==> config.mk <==
export PLATFORM = sky130hd
export DESIGN_NAME = calc_entry_reg
export DESIGN_NICKNAME = d
export VERILOG_FILES = /design/src/rtl/calc_entry_pkg.sv /design/src/rtl/entry_decode.sv /design/src/rtl/bcd_shift.sv /design/src/rtl/entry_ctrl.sv /design/src/rtl/calc_entry_reg.sv
export SDC_FILE = /design/constraint.sdc
export NUM_CORES = 1
export LEC_CHECK = 0
export CAP_MARGIN = 10
export CORE_ASPECT_RATIO = 0.8
export CORE_MARGIN = 2
export CORE_UTILIZATION = 49
export DETAILED_ROUTE_END_ITERATION = 8
export GPL_ROUTABILITY_DRIVEN = 0
export HOLD_SLACK_MARGIN = 0.12
export PLACE_DENSITY = 0.79
export SLEW_MARGIN = 30
export SYNTH_ARGS = -nofsm -noshare
export SYNTH_HDL_FRONTEND = slang
export SYNTH_HIERARCHICAL = 1
export SYNTH_SLANG_ARGS = --single-unit
==> constraint.sdc <==
create_clock -name clk -period 2.5 [get_ports clk]
set_input_delay 0.375 -clock clk [delete_from_list [all_inputs] [get_ports clk]]
set_output_delay 0.375 -clock clk [all_outputs]
set_load 0.02 [all_outputs]
==> src/rtl/calc_entry_pkg.sv <==
package calc_entry_pkg;

  localparam logic [3:0] KC_POINT = 4'd10;
  localparam logic [3:0] KC_MINUS = 4'd11;
  localparam logic [3:0] KC_CE    = 4'd12;
  localparam logic [3:0] KC_CA    = 4'd13;

  typedef struct packed {
    logic       digit;
    logic [3:0] val;
    logic       point;
    logic       minus;
    logic       clr_entry;
    logic       clr_all;
  } key_ev_t;

endpackage

==> src/rtl/entry_decode.sv <==
module entry_decode
  import calc_entry_pkg::*;
(
  input  logic       key_valid,
  input  logic [3:0] key_code,
  output key_ev_t    ev
);

  always_comb begin
    ev           = '0;
    ev.val       = key_code;
    ev.digit     = key_valid && (key_code <= 4'd9);
    ev.point     = key_valid && (key_code == KC_POINT);
    ev.minus     = key_valid && (key_code == KC_MINUS);
    ev.clr_entry = key_valid && (key_code == KC_CE);
    ev.clr_all   = key_valid && (key_code == KC_CA);
  end

endmodule

==> src/rtl/bcd_shift.sv <==
module bcd_shift #(
  parameter int DIGITS = 8
) (
  input  logic                clk,
  input  logic                rst,
  input  logic                clr,
  input  logic                start,
  input  logic                shift,
  input  logic [3:0]          din,
  output logic [DIGITS*4-1:0] q
);

  for (genvar i = 0; i < DIGITS; i++) begin : g_dig
    if (i == 0) begin : g_lsd
      always_ff @(posedge clk) begin
        if (rst || clr)        q[3:0] <= 4'd0;
        else if (start || shift) q[3:0] <= din;
      end
    end else begin : g_up
      always_ff @(posedge clk) begin
        if (rst || clr || start) q[i*4 +: 4] <= 4'd0;
        else if (shift)          q[i*4 +: 4] <= q[(i-1)*4 +: 4];
      end
    end

    p_nibble_bcd_r2: assert property (@(posedge clk) disable iff (rst)
      q[i*4 +: 4] <= 4'd9);
  end

  p_shift_in_r2: assert property (@(posedge clk) disable iff (rst)
    (shift && !clr && !start) |=> q[3:0] == $past(din));

  p_clear_zero_r7: assert property (@(posedge clk) disable iff (rst)
    clr |=> q == '0);

endmodule

==> src/rtl/entry_ctrl.sv <==
module entry_ctrl
  import calc_entry_pkg::*;
#(
  parameter int DIGITS = 8,
  localparam int CW = $clog2(DIGITS + 1)
) (
  input  logic          clk,
  input  logic          rst,
  input  key_ev_t       ev,
  input  logic          new_entry,
  output logic          sh_clr,
  output logic          sh_start,
  output logic          sh_shift,
  output logic [CW-1:0] count,
  output logic [CW-1:0] dp_idx,
  output logic          neg
);

  localparam logic [CW-1:0] FULL = CW'(DIGITS);

  logic          dp_set, fresh, armed;
  logic [CW-1:0] n_count, n_dp_idx;
  logic          n_neg, n_dp_set, n_fresh, n_armed;
  logic          fresh_eff;

  assign fresh_eff = fresh | new_entry;

  always_comb begin
    n_count  = count;
    n_dp_idx = dp_idx;
    n_neg    = neg;
    n_dp_set = dp_set;
    n_fresh  = fresh;
    n_armed  = armed;
    sh_clr   = 1'b0;
    sh_start = 1'b0;
    sh_shift = 1'b0;
    if (ev.clr_all || ev.clr_entry) begin
      sh_clr   = 1'b1;
      n_count  = '0;
      n_dp_idx = '0;
      n_neg    = 1'b0;
      n_dp_set = 1'b0;
      n_fresh  = 1'b0;
      n_armed  = 1'b0;
    end else if (ev.digit) begin
      if (fresh_eff) begin
        sh_start = 1'b1;
        n_count  = (ev.val != 4'd0) ? CW'(1) : '0;
        n_dp_idx = '0;
        n_dp_set = 1'b0;
        n_neg    = armed && !new_entry;
        n_fresh  = 1'b0;
        n_armed  = 1'b0;
      end else if (count == FULL) begin
        sh_shift = 1'b0;
      end else if (count == '0 && !dp_set && ev.val == 4'd0) begin
        sh_shift = 1'b0;
      end else begin
        sh_shift = 1'b1;
        n_count  = count + CW'(1);
        if (dp_set) n_dp_idx = dp_idx + CW'(1);
      end
    end else if (ev.point) begin
      if (fresh_eff) begin
        sh_clr   = 1'b1;
        n_count  = '0;
        n_dp_idx = '0;
        n_dp_set = 1'b1;
        n_neg    = armed && !new_entry;
        n_fresh  = 1'b0;
        n_armed  = 1'b0;
      end else if (!dp_set) begin
        n_dp_set = 1'b1;
      end
    end else if (ev.minus) begin
      if (fresh_eff) begin
        n_fresh = 1'b1;
        n_armed = 1'b1;
      end else if (count == '0) begin
        n_neg = 1'b1;
      end
    end else if (new_entry) begin
      n_fresh = 1'b1;
      n_armed = 1'b0;
    end
  end

  always_ff @(posedge clk) begin
    if (rst) begin
      count  <= '0;
      dp_idx <= '0;
      neg    <= 1'b0;
      dp_set <= 1'b0;
      fresh  <= 1'b0;
      armed  <= 1'b0;
    end else begin
      count  <= n_count;
      dp_idx <= n_dp_idx;
      neg    <= n_neg;
      dp_set <= n_dp_set;
      fresh  <= n_fresh;
      armed  <= n_armed;
    end
  end

  p_cap_r1: assert property (@(posedge clk) disable iff (rst)
    count <= FULL);

  p_full_drop_r1: assert property (@(posedge clk) disable iff (rst)
    (ev.digit && !fresh_eff && count == FULL) |=> ($stable(count) && $stable(dp_idx)));

  p_point_once_r3: assert property (@(posedge clk) disable iff (rst)
    (ev.point && dp_set && !fresh_eff) |=> $stable(dp_idx));

  p_idx_within_r4: assert property (@(posedge clk) disable iff (rst)
    dp_idx <= count);

  p_lead_zero_r5: assert property (@(posedge clk) disable iff (rst)
    (ev.digit && ev.val == 4'd0 && !fresh_eff && count == '0 && !dp_set) |=> count == '0);

  p_late_minus_r6: assert property (@(posedge clk) disable iff (rst)
    (ev.minus && !fresh_eff && count != '0) |=> $stable(neg));

  p_full_clear_r8: assert property (@(posedge clk) disable iff (rst)
    ev.clr_all |=> (count == '0 && dp_idx == '0 && !neg && !fresh && !armed));

endmodule

==> src/rtl/calc_entry_reg.sv <==
module calc_entry_reg
  import calc_entry_pkg::*;
#(
  parameter int DIGITS = 8,
  localparam int CW = $clog2(DIGITS + 1)
) (
  input  logic                clk,
  input  logic                rst,
  input  logic                key_valid,
  input  logic [3:0]          key_code,
  input  logic                new_entry,
  output logic [DIGITS*4-1:0] operand,
  output logic [CW-1:0]       point_idx,
  output logic                negative,
  output logic [CW-1:0]       entry_len
);

  key_ev_t ev;
  logic    sh_clr, sh_start, sh_shift;

  entry_decode u_dec (
    .key_valid (key_valid),
    .key_code  (key_code),
    .ev        (ev)
  );

  entry_ctrl #(.DIGITS(DIGITS)) u_ctrl (
    .clk       (clk),
    .rst       (rst),
    .ev        (ev),
    .new_entry (new_entry),
    .sh_clr    (sh_clr),
    .sh_start  (sh_start),
    .sh_shift  (sh_shift),
    .count     (entry_len),
    .dp_idx    (point_idx),
    .neg       (negative)
  );

  bcd_shift #(.DIGITS(DIGITS)) u_shift (
    .clk   (clk),
    .rst   (rst),
    .clr   (sh_clr),
    .start (sh_start),
    .shift (sh_shift),
    .din   (ev.val),
    .q     (operand)
  );

  p_idle_hold_r10: assert property (@(posedge clk) disable iff (rst)
    (!key_valid && !new_entry) |=> ($stable(operand) && $stable(entry_len) && $stable(negative)));

endmodule

==> summary.txt <==
Route
  – Met2 wire len: 1810 um
  – Drt total wl: just under 4000 um
  – Highest metal used: met4
  – Wire length on met3: 192 um
  – 1st-pass router iterations: 4
  – Total vias in the final route: ~1600
  – Wl on met1: around 1900 um
  – Residual DRC count: 0
  – Final ANT Viol Nets: 0
  – WL/cell: ~12 um
  – Vias per cell: between 5 and 6
  – 1st-iter DRT viols: slightly below 60

Placement
  – I/O Buffers: 48
  – Half-perimeter wire length after placement: just under 3000 um
  – DP Cell Count: around 310

STA
  – Worst-margin pin slew: between 0.4 and 0.5 ns
  – Fmax: approximately 420 MHz
  – Final hold viol count: 0
  – Period Utilization, post-route: a little over nine tenths
  – Fin. max-slew vios: 0
  – Clock skew: 0.00654 ns
  – Fin crit period: roughly 2.4 ns
  – Final setup vio count: 0
  – RSZ-0062 raised after global routing: false
  – Slew HR: just over 70%

Floorplanning
  – Initial Utilization: between 50% and 60%
  – Core region area: 3880 um^2
  – FP Rows: 20
  – Die H: approximately 61 um
  – Ports: 49
  – Die width: 75.7 um
  – Die ar.: 4640 um^2

Clock network
  – Clock root buffer: clkbuf_8
  – CTS max path bufs: 2
  – Hold-fix buffers, CTS: 0
  – Post-CTS Setup Bufs: 0
  – H-tree depth: 2
  – CTS tree: done
  – Clock transition at the registers of the reported paths: 0.08 ns
  – Clk Latency, worst-skew pair: roughly 0.28 ns
  – Num CTS Buffers: 5
  – Clock sinks: between 40 and 50
  – # resized after CTS: 0

Worst hold path
  – Hold Crit Class: reg2reg
  – Worst hold stages: 2
  – Hold path startpoint: u_ctrl/neg

Worst setup path
  – Reg-to-reg startpoint: u_ctrl/count[0]
  – Setup crit start: key_code[1]
  – Data arrival, critical path: 2.59 ns
  – CP max FO: 10
  – CP required: approximately 2.7 ns
  – CP Class: in2reg
  – Critical Path End Type: flop
  – Reg2reg path depth: 9
  – Startpoint types: primary input

GRT
  – Number of global-route vias before repair: ~1500
  – Grt ovf: 0
  – First-pass GRT wire length: about 6700 um
  – Pin count of the biggest net entering global routing: 29
  – Initial antenna violation count: 0
  – All-Layer GR Usage: a little under a fifth

Layout
  – Final layout net count: 274
  – Share of layout cells above drive strength 1: roughly 23%
  – Area grow syn2layout: 36.7%
  – Non-filler cells, final: around 320
  – # diodes: 0

Pwr
  – Static Leak: approximately 0.99 nW
  – PwrDens: ~520 nW/um^2
  – Total power: ~1.4 mW
  – Worst ir drop on vdd: ~680 uV

Logic synthesis
  – Yosys top cell area share: between 40% and 50%
  – Mapped Cells: approximately 200
  – Synthesis Warnings: 6
  – Ranking of synthesized cells by area: dfxtp_1 (44%), mux2i_1 (14%), nor2_2 (6.2%), a21oi_1 (3.5%), nor2_1 (3.2%)
  – Synthesized Nets: 213
  – Post-Syn Area: around 2000 um^2
  – Synth Area per Inst: around 10 um^2
  – Seq/Total Area, Yosys: between 40 and 50%
  – Ys flop type: dfxtp_1
  – FFs w/ async S/R, synth: 0%
  – Netlist cell types: 40
  – Number of synthesized register bits: between 40 and 50
  – Cell accounting for the most synthesized area: dfxtp_1
  – EDFF count, synth: 0

Run status
  – Outcome: finished clean

Job
  – MaxCap Viol Count: 0
[flip-flops by register name, indices dropped and copies added, names as in the netlist]
name and count:
u_shift/q 32, u_ctrl/count 4, u_ctrl/dp_idx 4, u_ctrl/armed 1, u_ctrl/dp_set 1, u_ctrl/fresh 1, u_ctrl/neg 1
[final timing paths]
path                       end  slack (ns)
setup / recovery  u_shift/q[1]        0.12
hold / removal      u_ctrl/neg        0.46
setup reg to reg  u_shift/q[5]        0.35
hold reg to reg     u_ctrl/neg        0.46
[power by group]
group / leakage, nW / switching, mW / internal, mW / total, mW
clock: 0.0552 / 0.222 / 0.296 / 0.518
combinational: 0.577 / 0.0977 / 0.0911 / 0.189
sequential: 0.355 / 0.00998 / 0.710 / 0.720
[per-layer routing]
layer | vias up | track usage (%)
met5 | - | 0
met4 | 0 | 5.26
met3 | 2 | 4.91
met2 | 40 | 30.6
met1 | 734 | 25.3
li1 | 826 | -
[kinds of logic (layout without fill, tap and decap cells)]
| family | count (synthesis) | in the layout | share of synthesized area, % |
|---|---|---|---|
| adders and majority gates | 3 | 3 | 1.86 |
| buffers and inverters | 18 | 80 | 6.71 |
| muxes | 29 | 29 | 14.4 |
| DFF | 44 | 44 | 43.7 |
| and+or+nand+nor | 72 | 72 | 21.9 |
| xor gates and xnor gates | 1 | 1 | 0.435 |
| AOI/OAI and AO/OA | 35 | 35 | 11.0 |
[cells in the mapped netlist, drive strengths merged, types with 2 or more instances]
library cell  count
nand2b            3
or3b              4
nor2             37
mux2i            29
o21ai            11
or3               4
a31oi             2
inv               5
and3              2
buf              12
nand4b            2
nor3              7
a21oi            14
or2               2
dfxtp            44
nand3             2
ha                3
nand2             4
[critical path, cell delays in order]
cell             delay, ns
clkdlybuf4s50_1       0.42
or4_4                 0.55
o311a_4               0.32
nor4b_2               0.17
buf_12                0.16
or3b_2                0.47
a21oi_1               0.13
[layout make-up]
class,instances,area [um^2]
inverter,5,18.8
multi-input combinational,140,1000
clock inverter,2,35.0
tap,55,68.8
clock buffer,6,72.6
sequential,44,881
timing repair buffer,67,673
fill,314,1120
[cell usage in the layout, fill, tap and decap left out, types with 4 or more instances in the layout]
master,synthesis,routed
clkdlybuf4s50_1,0,48
or3_1,4,4
buf_12,2,4
o21ai_0,9,9
clkbuf_8,0,5
dfxtp_1,44,44
nor2_2,20,20
or3b_2,4,4
buf_4,4,15
nor2_1,17,17
nor3_1,4,4
nand2_1,4,4
inv_1,5,5
a21oi_1,14,14
mux2i_1,29,29
[stage by stage]
stage	util [%]	TNS [ns]	setup WS, ns	instance area [um^2]	hold slack (ns)
detailed placement	68.2	-0.626	-0.159	2650	0.444
global placement	68.2	-0.479	-0.123	2650	0.449
global route	71.0	0	0.0870	2750	0.479
CTS	71.0	0	0.130	2750	0.457
floorplan	-	0	0.213	2010	0.450
finish	71.0	0	0.124	2750	0.459
No activity file was read; power rests on OpenSTA's default activity.
